==> src/rtl/escSeqPkg.sv <==
package escSeqPkg;
  localparam int BYTE_W = 8;
  localparam int MAX_BYTES = 4;
  localparam int LEN_W = 3;
  localparam logic [BYTE_W-1:0] ESC_CODE = 8'h1B;

  typedef enum logic [1:0] {RX_IDLE, RX_START, RX_DATA, RX_STOP} rxStateT;
  typedef enum logic [1:0] {SEQ_IDLE, SEQ_ONE, SEQ_TWO, SEQ_THREE} seqStateT;

  // strobes from control to the sequence datapath
  typedef struct packed {
    logic       store;   // write current received byte into slot
    logic [1:0] slot;
    logic       emit;    // close item (including a same-cycle store)
    logic [LEN_W-1:0] len;
    logic       err;
  } seqStrobeT;
endpackage

==> src/rtl/escUartRx.sv <==
module escUartRx
  import escSeqPkg::*;
#(
  parameter int TICK_DIV   = 68,
  parameter int OVERSAMPLE = 16,
  parameter int THRESH_W   = 8
) (
  input  logic                clk,
  input  logic                rstN,
  input  logic                rxLine,
  input  logic [THRESH_W-1:0] gapThresh,
  output logic                byteDone,
  output logic [BYTE_W-1:0]   rxByte,
  output logic                gapHit
);
  localparam int DIV_W     = $clog2(TICK_DIV + 1);
  localparam int OS_W      = $clog2(OVERSAMPLE);
  localparam int HALF      = OVERSAMPLE / 2;
  localparam int GAP_W     = THRESH_W + 1;
  localparam int BIT_IDX_W = $clog2(BYTE_W);

  logic [1:0]           syncQ;
  logic                 rxS;
  logic [DIV_W-1:0]     divCnt;
  logic                 tick;
  rxStateT              state;
  logic [OS_W-1:0]      osCnt;
  logic [BIT_IDX_W-1:0] bitIdx;
  logic [BYTE_W-1:0]    shiftQ;
  logic [GAP_W-1:0]     gapCnt;
  logic [GAP_W-1:0]     gapLimit;

  assign rxS      = syncQ[1];
  assign tick     = (divCnt == DIV_W'(TICK_DIV - 1));
  // gap counted from the mid-stop sample; half a bit remains of the stop bit
  assign gapLimit = GAP_W'(gapThresh) + GAP_W'(HALF);
  assign rxByte   = shiftQ;

  always_ff @(posedge clk) begin
    if (!rstN) begin
      syncQ  <= 2'b11;
      divCnt <= '0;
    end else begin
      syncQ  <= {syncQ[0], rxLine};
      divCnt <= tick ? '0 : divCnt + DIV_W'(1);
    end
  end

  always_ff @(posedge clk) begin
    if (!rstN) begin
      state    <= RX_IDLE;
      osCnt    <= '0;
      bitIdx   <= '0;
      shiftQ   <= '0;
      gapCnt   <= '1;
      byteDone <= 1'b0;
      gapHit   <= 1'b0;
    end else begin
      byteDone <= 1'b0;
      gapHit   <= 1'b0;
      if (tick) begin
        if (state == RX_IDLE && rxS && gapCnt != '1) begin
          gapCnt <= gapCnt + GAP_W'(1);
          gapHit <= ((gapCnt + GAP_W'(1)) == gapLimit);
        end
        case (state)
          RX_IDLE: begin
            if (!rxS) begin
              state <= RX_START;
              osCnt <= '0;
            end
          end
          RX_START: begin
            if (osCnt == OS_W'(HALF - 1)) begin
              osCnt  <= '0;
              bitIdx <= '0;
              state  <= rxS ? RX_IDLE : RX_DATA;
            end else begin
              osCnt <= osCnt + OS_W'(1);
            end
          end
          RX_DATA: begin
            if (osCnt == OS_W'(OVERSAMPLE - 1)) begin
              osCnt  <= '0;
              shiftQ <= {rxS, shiftQ[BYTE_W-1:1]};
              if (bitIdx == BIT_IDX_W'(BYTE_W - 1)) state <= RX_STOP;
              else bitIdx <= bitIdx + BIT_IDX_W'(1);
            end else begin
              osCnt <= osCnt + OS_W'(1);
            end
          end
          RX_STOP: begin
            if (osCnt == OS_W'(OVERSAMPLE - 1)) begin
              osCnt    <= '0;
              state    <= RX_IDLE;
              gapCnt   <= '0;
              byteDone <= rxS;
            end else begin
              osCnt <= osCnt + OS_W'(1);
            end
          end
          default: state <= RX_IDLE;
        endcase
      end
    end
  end

  assert_done_gap_exclusive_R4: assert property (@(posedge clk) disable iff (!rstN)
    byteDone |-> !gapHit);
  assert_stop_high_R2: assert property (@(posedge clk) disable iff (!rstN)
    byteDone |-> $past(rxS));
  assert_gap_restart_R4: assert property (@(posedge clk) disable iff (!rstN)
    byteDone |-> (gapCnt == '0));
endmodule

==> src/rtl/escSeqCtrl.sv <==
module escSeqCtrl
  import escSeqPkg::*;
(
  input  logic              clk,
  input  logic              rstN,
  input  logic              byteDone,
  input  logic [BYTE_W-1:0] rxByte,
  input  logic              gapHit,
  output seqStrobeT         strobe
);
  seqStateT state, stateNext;

  always_comb begin
    strobe    = '0;
    stateNext = state;
    case (state)
      SEQ_IDLE: begin
        if (byteDone) begin
          strobe.store = 1'b1;
          strobe.slot  = 2'd0;
          if (rxByte == ESC_CODE) begin
            stateNext = SEQ_ONE;
          end else begin
            strobe.emit = 1'b1;
            strobe.len  = LEN_W'(1);
          end
        end
      end
      SEQ_ONE: begin
        if (byteDone) begin
          strobe.store = 1'b1;
          strobe.slot  = 2'd1;
          stateNext    = SEQ_TWO;
        end else if (gapHit) begin
          strobe.emit = 1'b1;
          strobe.len  = LEN_W'(1);
          stateNext   = SEQ_IDLE;
        end
      end
      SEQ_TWO: begin
        if (byteDone) begin
          strobe.store = 1'b1;
          strobe.slot  = 2'd2;
          stateNext    = SEQ_THREE;
        end else if (gapHit) begin
          strobe.emit = 1'b1;
          strobe.len  = LEN_W'(2);
          strobe.err  = 1'b1;
          stateNext   = SEQ_IDLE;
        end
      end
      SEQ_THREE: begin
        if (byteDone) begin
          strobe.store = 1'b1;
          strobe.slot  = 2'd3;
          strobe.emit  = 1'b1;
          strobe.len   = LEN_W'(4);
          stateNext    = SEQ_IDLE;
        end else if (gapHit) begin
          strobe.emit = 1'b1;
          strobe.len  = LEN_W'(3);
          stateNext   = SEQ_IDLE;
        end
      end
      default: stateNext = SEQ_IDLE;
    endcase
  end

  always_ff @(posedge clk) begin
    if (!rstN) state <= SEQ_IDLE;
    else       state <= stateNext;
  end

  assert_gap_closes_R5: assert property (@(posedge clk) disable iff (!rstN)
    gapHit |=> (state == SEQ_IDLE));
  assert_fourth_closes_R6: assert property (@(posedge clk) disable iff (!rstN)
    (state == SEQ_THREE && byteDone) |=> (state == SEQ_IDLE));
  assert_open_on_escape_R4: assert property (@(posedge clk) disable iff (!rstN)
    (state == SEQ_IDLE && byteDone && rxByte == ESC_CODE) |=> (state == SEQ_ONE));
endmodule

==> src/rtl/escSeqData.sv <==
module escSeqData
  import escSeqPkg::*;
(
  input  logic                        clk,
  input  logic                        rstN,
  input  seqStrobeT                   strobe,
  input  logic [BYTE_W-1:0]           rxByte,
  input  logic                        itemReady,
  output logic                        itemValid,
  output logic [MAX_BYTES*BYTE_W-1:0] itemBytes,
  output logic [LEN_W-1:0]            itemLen,
  output logic                        itemErr,
  output logic                        overflow
);
  logic [MAX_BYTES-1:0][BYTE_W-1:0] bufQ, merged, masked;

  genvar gi;
  generate
    for (gi = 0; gi < MAX_BYTES; gi++) begin : gSlot
      assign merged[gi] = (strobe.store && strobe.slot == 2'(gi)) ? rxByte : bufQ[gi];
      assign masked[gi] = (LEN_W'(gi) < strobe.len) ? merged[gi] : '0;
    end
  endgenerate

  always_ff @(posedge clk) begin
    if (!rstN) begin
      bufQ      <= '0;
      itemValid <= 1'b0;
      itemBytes <= '0;
      itemLen   <= '0;
      itemErr   <= 1'b0;
      overflow  <= 1'b0;
    end else begin
      if (itemValid && itemReady) itemValid <= 1'b0;
      if (strobe.emit) begin
        bufQ <= '0;
        if (itemValid && !itemReady) begin
          overflow <= 1'b1;
        end else begin
          itemValid <= 1'b1;
          itemBytes <= masked;
          itemLen   <= strobe.len;
          itemErr   <= strobe.err;
        end
      end else if (strobe.store) begin
        bufQ <= merged;
      end
    end
  end

  assert_hold_stable_R10: assert property (@(posedge clk) disable iff (!rstN)
    (itemValid && !itemReady) |=> (itemValid && $stable(itemBytes) && $stable(itemLen) && $stable(itemErr)));
  assert_overflow_sticky_R11: assert property (@(posedge clk) disable iff (!rstN)
    overflow |=> overflow);
  assert_len_legal_R10: assert property (@(posedge clk) disable iff (!rstN)
    itemValid |-> (itemLen >= LEN_W'(1) && itemLen <= LEN_W'(MAX_BYTES)));
  assert_err_len_R8: assert property (@(posedge clk) disable iff (!rstN)
    (itemValid && itemErr) |-> (itemLen == LEN_W'(2)));
  assert_single_upper_zero_R10: assert property (@(posedge clk) disable iff (!rstN)
    (itemValid && itemLen == LEN_W'(1)) |-> (itemBytes[MAX_BYTES*BYTE_W-1:BYTE_W] == '0));
  assert_multi_head_R4: assert property (@(posedge clk) disable iff (!rstN)
    (itemValid && itemLen > LEN_W'(1)) |-> (itemBytes[BYTE_W-1:0] == ESC_CODE));
endmodule

==> src/rtl/escSeqClassifier.sv <==
module escSeqClassifier
  import escSeqPkg::*;
#(
  parameter int TICK_DIV   = 68,
  parameter int OVERSAMPLE = 16,
  parameter int THRESH_W   = 8
) (
  input  logic                        clk,
  input  logic                        rstN,
  input  logic                        rxLine,
  input  logic [THRESH_W-1:0]         gapThresh,
  input  logic                        itemReady,
  output logic                        itemValid,
  output logic [MAX_BYTES*BYTE_W-1:0] itemBytes,
  output logic [LEN_W-1:0]            itemLen,
  output logic                        itemErr,
  output logic                        overflow
);
  logic              byteDone;
  logic              gapHit;
  logic [BYTE_W-1:0] rxByte;
  seqStrobeT         strobe;

  escUartRx #(
    .TICK_DIV(TICK_DIV), .OVERSAMPLE(OVERSAMPLE), .THRESH_W(THRESH_W)
  ) uRx (
    .clk(clk), .rstN(rstN), .rxLine(rxLine), .gapThresh(gapThresh),
    .byteDone(byteDone), .rxByte(rxByte), .gapHit(gapHit)
  );

  escSeqCtrl uCtrl (
    .clk(clk), .rstN(rstN), .byteDone(byteDone), .rxByte(rxByte),
    .gapHit(gapHit), .strobe(strobe)
  );

  escSeqData uData (
    .clk(clk), .rstN(rstN), .strobe(strobe), .rxByte(rxByte),
    .itemReady(itemReady), .itemValid(itemValid), .itemBytes(itemBytes),
    .itemLen(itemLen), .itemErr(itemErr), .overflow(overflow)
  );
endmodule

==> config.mk <==
export PLATFORM = sky130hd
export DESIGN_NAME = escSeqClassifier
export DESIGN_NICKNAME = d
export VERILOG_FILES = /design/src/rtl/escSeqPkg.sv /design/src/rtl/escUartRx.sv /design/src/rtl/escSeqCtrl.sv /design/src/rtl/escSeqData.sv /design/src/rtl/escSeqClassifier.sv
export SDC_FILE = /design/constraint.sdc
export NUM_CORES = 1
export LEC_CHECK = 0
export BUFFER_PORTS_ARGS = -buffer_cell sky130_fd_sc_hd__buf_2
export CORE_ASPECT_RATIO = 0.8
export CORE_MARGIN = 2
export CORE_UTILIZATION = 45
export CTS_BUF_LIST = sky130_fd_sc_hd__clkbuf_8 sky130_fd_sc_hd__clkbuf_16
export DETAILED_ROUTE_END_ITERATION = 8
export PLACE_DENSITY = 0.73
export SYNTH_ARGS = -nofsm -noshare
export SYNTH_HDL_FRONTEND = slang
export SYNTH_HIERARCHICAL = 1
export SYNTH_SLANG_ARGS = --single-unit
export TNS_END_PERCENT = 5
==> constraint.sdc <==
create_clock -name clk -period 4.15 [get_ports clk]
set_clock_uncertainty 0.1 [all_clocks]
set_input_delay 0 -clock clk [delete_from_list [all_inputs] [get_ports clk]]
set_output_delay 0 -clock clk [all_outputs]
set_load 0.05 [all_outputs]
==> results.py <==
metrics = {
    "outcome": {
        "status": "complete, no violations",
    },
    "timing": {
        "min_period_ns": 3.23,
        "report.final.setup_viol": 0,
        "slew_viol_final": 0,
        "timing.max_slew.rel_slack": 0.335,
        "worst_pin_slew_ns": 0.995,
        "setup-tns-final_ns": 0,
        "min_period_over_period": 0.779,
        "hold_viol": 0,
        "hold_ws_ns": 0.0184,
        "rsz0062_at_grt": "false",
        "postLayoutSetupSlackWorst_ns": 0.919,
        "max_freq_mhz": 309,
    },
    "power": {
        "combinationalPowerShare": 0.026,
        "netSwitchingFraction": 0.226,
        "power_density_nw_per_um2": 376,
        "total_switching_power_mw": 0.434,
        "internal-power_mw": 1.49,
        "post-layout-total-power_mw": 1.92,
        "clock_power_share": 0.428,
        "seqPwrFrac": 0.546,
        "cellLeakagePower_nw": 2.15,
        "ir_worst_vdd_uv": 240,
    },
    "logic_synthesis": {
        "syn_area_per_cell_um2": 10.2,
        "synth_enable_flop_cells": 0,
        "synthTopCellsByArea": "sky130_fd_sc_hd__dfxtp_1 48%, sky130_fd_sc_hd__mux2i_1 9.3%, sky130_fd_sc_hd__o2bb2ai_1 6.2%, sky130_fd_sc_hd__nor2_1 5.1%, sky130_fd_sc_hd__xnor2_1 3.5%",
        "synth_area_leader_cell": "sky130_fd_sc_hd__dfxtp_1",
        "synth.top_cells.by_count": "109 x sky130_fd_sc_hd__dfxtp_1, 61 x sky130_fd_sc_hd__nor2_1, 42 x sky130_fd_sc_hd__mux2i_1, 32 x sky130_fd_sc_hd__o2bb2ai_1, 19 x sky130_fd_sc_hd__a21oi_1",
        "synth.net_count": 460,
        "synthCells": 441,
        "yosys_register_bits": 109,
        "synth-warning-count": 6,
        "synthDominantCellAreaShare": 0.484,
        "cell_with_the_most_instances_after_synthesis": "sky130_fd_sc_hd__dfxtp_1",
        "asyncSetResetFlopFracSynth": 0,
        "syn-cell-area_um2": 4510,
        "synth-seq-area-share": 0.484,
        "yosys_most_used_dff": "sky130_fd_sc_hd__dfxtp_1",
        "synth_cell_types": 62,
    },
    "setup_path": {
        "worstPathArrival_ns": 3.38,
        "worst-setup-path-type": "flip-flop to flip-flop",
        "critical_path_peak_fanout": 9,
        "reg2reg_slack_ns": 0.92,
        "crit_path_end_kind": "flip-flop",
        "worstPathRequired_ns": 4.30,
        "worst_setup_start_kind": "flip-flop",
        "worst-r2r-cell-count": 10,
    },
    "placed_design": {
        "placement.setup.worst_slack_ns": 1.15,
        "hpwl_after_detailed_placement_mm": 6.15,
        "gp_congestion": 0.849,
        "placedCellCount": 605,
        "place_area_um2": 4770,
        "port_buffers": 49,
    },
    "routing": {
        "drt_wl_total_mm": 8.95,
        "drt-pass1-iter-count": 4,
        "remaining_drc_errors": 0,
        "routed_via_density": 5.26,
        "first_iter_violations": 160,
        "dr_total_vias": 3298,
        "ant_nets": 0,
        "detail_routed_net_length_per_standard_cell_um": 14.3,
    },
    "grt": {
        "grt_overflow_total": 0,
        "antenna_found_initial": 0,
        "first_pass_grt_wire_length_mm": 14.8,
        "grt_use_total": 0.171,
        "number_of_global_route_vias_before_repair": 3101,
        "grt_max_degree": 33,
    },
    "hold_path": {
        "hp-class": "input port to flip-flop",
        "holdPathStages": 5,
    },
    "cts": {
        "cts-buffers-inserted": 9,
        "post-cts-setup-buffers": 0,
        "clock_path_buffers": 2,
        "ctsHoldBuffers": 6,
        "numClockSinks": 109,
        "clock_tree_from_tritoncts": "built",
        "cts_resized": 0,
        "clockRootBuffer": "sky130_fd_sc_hd__clkbuf_16",
        "htreeDepth": 3,
        "clkTransAtPathRegs_ns": 0.08,
        "insertion_delay_ns": 0.35,
    },
    "floorplanning": {
        "floorplan.initialDensity": 0.466,
        "die_height_um": 93.6,
        "io_pins": 50,
        "rows": 32,
        "horizontal_die_dimension_um": 116,
        "die_area_um2": 10900,
        "area_of_the_placeable_core_um2": 9690,
    },
    "cells_and_area": {
        "num-fill-cells": 863,
        "finish.instance_area_um2": 5120,
        "post_route_cells_drive_above_1_share": 0.155,
        "sequential_cell_area_um2": 2180,
        "n_antenna_cell": 0,
        "multi_input_area_um2": 2150,
        "final_cells": 627,
        "flow.area_growth_from_synthesis_pct": 13.6,
        "postLayoutCoreUtil": 0.529,
        "final_nets": 505,
    },
    "flow_run": {
        "max_cap_viol_count": 0,
    },
}
-- cell type report --
class,count,area share
timing repair buffer,55,0.0596
clock buffer,9,0.0439
tap,136,0.0332
multi-input combinational,305,0.420
clock inverter,7,0.0129
sequential,109,0.426
inverter,6,0.00439
-- power by group through the flow --
stage / logic, mW / clock network [mW] / registers (mW)
after floorplan: 0.0385 / 0 / 1.07
after global placement: 0.0454 / 0 / 1.08
after detailed placement: 0.0462 / 0 / 1.08
after CTS: 0.0500 / 0.843 / 1.05
after global routing: 0.0558 / 0.882 / 1.05
final: 0.0497 / 0.824 / 1.05
-- final timing paths --
path / startpoint / end
worst min-delay path: gapThresh[5] / uRx/gapHit
worst max register to register: uRx/gapCnt[0] / uRx/gapHit
worst min register to register: uRx/syncQ[0] / uRx/syncQ[1]
worst max-delay path: uRx/gapCnt[0] / uRx/gapHit
-- layout by cell type, fill, tap and decap left out, types with 5 or more instances in the layout --
| cell type | n |
|---|---|
| sky130_fd_sc_hd__and2_1 | 5 |
| sky130_fd_sc_hd__inv_1 | 5 |
| sky130_fd_sc_hd__xnor2_1 | 18 |
| sky130_fd_sc_hd__xor2_1 | 7 |
| sky130_fd_sc_hd__nand4_1 | 5 |
| sky130_fd_sc_hd__nand2_1 | 16 |
| sky130_fd_sc_hd__a21oi_1 | 19 |
| sky130_fd_sc_hd__nor2_1 | 61 |
| sky130_fd_sc_hd__buf_2 | 49 |
| sky130_fd_sc_hd__clkbuf_16 | 9 |
| sky130_fd_sc_hd__ha_1 | 7 |
| sky130_fd_sc_hd__o21ai_0 | 9 |
| sky130_fd_sc_hd__o2bb2ai_1 | 32 |
| sky130_fd_sc_hd__a21boi_0 | 5 |
| sky130_fd_sc_hd__dfxtp_1 | 109 |
| sky130_fd_sc_hd__dlygate4sd3_1 | 6 |
| sky130_fd_sc_hd__nand3_1 | 14 |
| sky130_fd_sc_hd__mux2i_1 | 42 |
-- flip-flops by register name (all words and copies together), names as in the netlist, named ones only --
| name | cells |
|---|---|
| uData/itemErr | 1 |
| uCtrl/state | 2 |
| uData/itemLen | 3 |
| uRx/state | 1 |
| uData/bufQ | 32 |
| uData/itemValid | 1 |
| uRx/rxByte | 8 |
| uRx/osCnt | 4 |
| uRx/gapHit | 1 |
| uRx/bitIdx | 3 |
| uRx/gapCnt | 9 |
| uData/itemBytes | 32 |
| uRx/syncQ | 2 |
| uRx/divCnt | 7 |
| uData/overflow | 1 |
| uRx/byteDone | 1 |
-- worst max-delay path, stage by stage (launching register included) --
cell and delay, ns:
sky130_fd_sc_hd__dfxtp_1 0.36, sky130_fd_sc_hd__ha_1 0.28, sky130_fd_sc_hd__nand3_1 0.11, sky130_fd_sc_hd__nor2_1 0.04, sky130_fd_sc_hd__ha_1 0.18, sky130_fd_sc_hd__nor4b_1 0.34
sky130_fd_sc_hd__nand3_1 0.40, sky130_fd_sc_hd__nor4_1 0.40, sky130_fd_sc_hd__dlygate4sd3_1 0.60, sky130_fd_sc_hd__nand4_1 0.09, sky130_fd_sc_hd__a211oi_1 0.23
-- cell families (layout without fill, tap and decap cells) --
group	count (synthesis)	count (layout)	synth area share
muxes	42	42	0.0932
and+or+nand+nor	146	146	0.177
buffers and inverters	27	77	0.0394
adders and majority gates	7	7	0.0194
AOI/OAI and AO/OA	85	85	0.139
DFF	109	109	0.484
xor gates and xnor gates	25	25	0.0485
-- per-layer routing --
layer,routed length [um],track usage,up-vias
met4,80,0.0486,0
met1,4340,0.227,1566
li1,-,-,1671
met3,347,0.0486,11
met5,0,0,-
met2,4190,0.272,50
No activity file was read; power rests on OpenSTA's default activity.
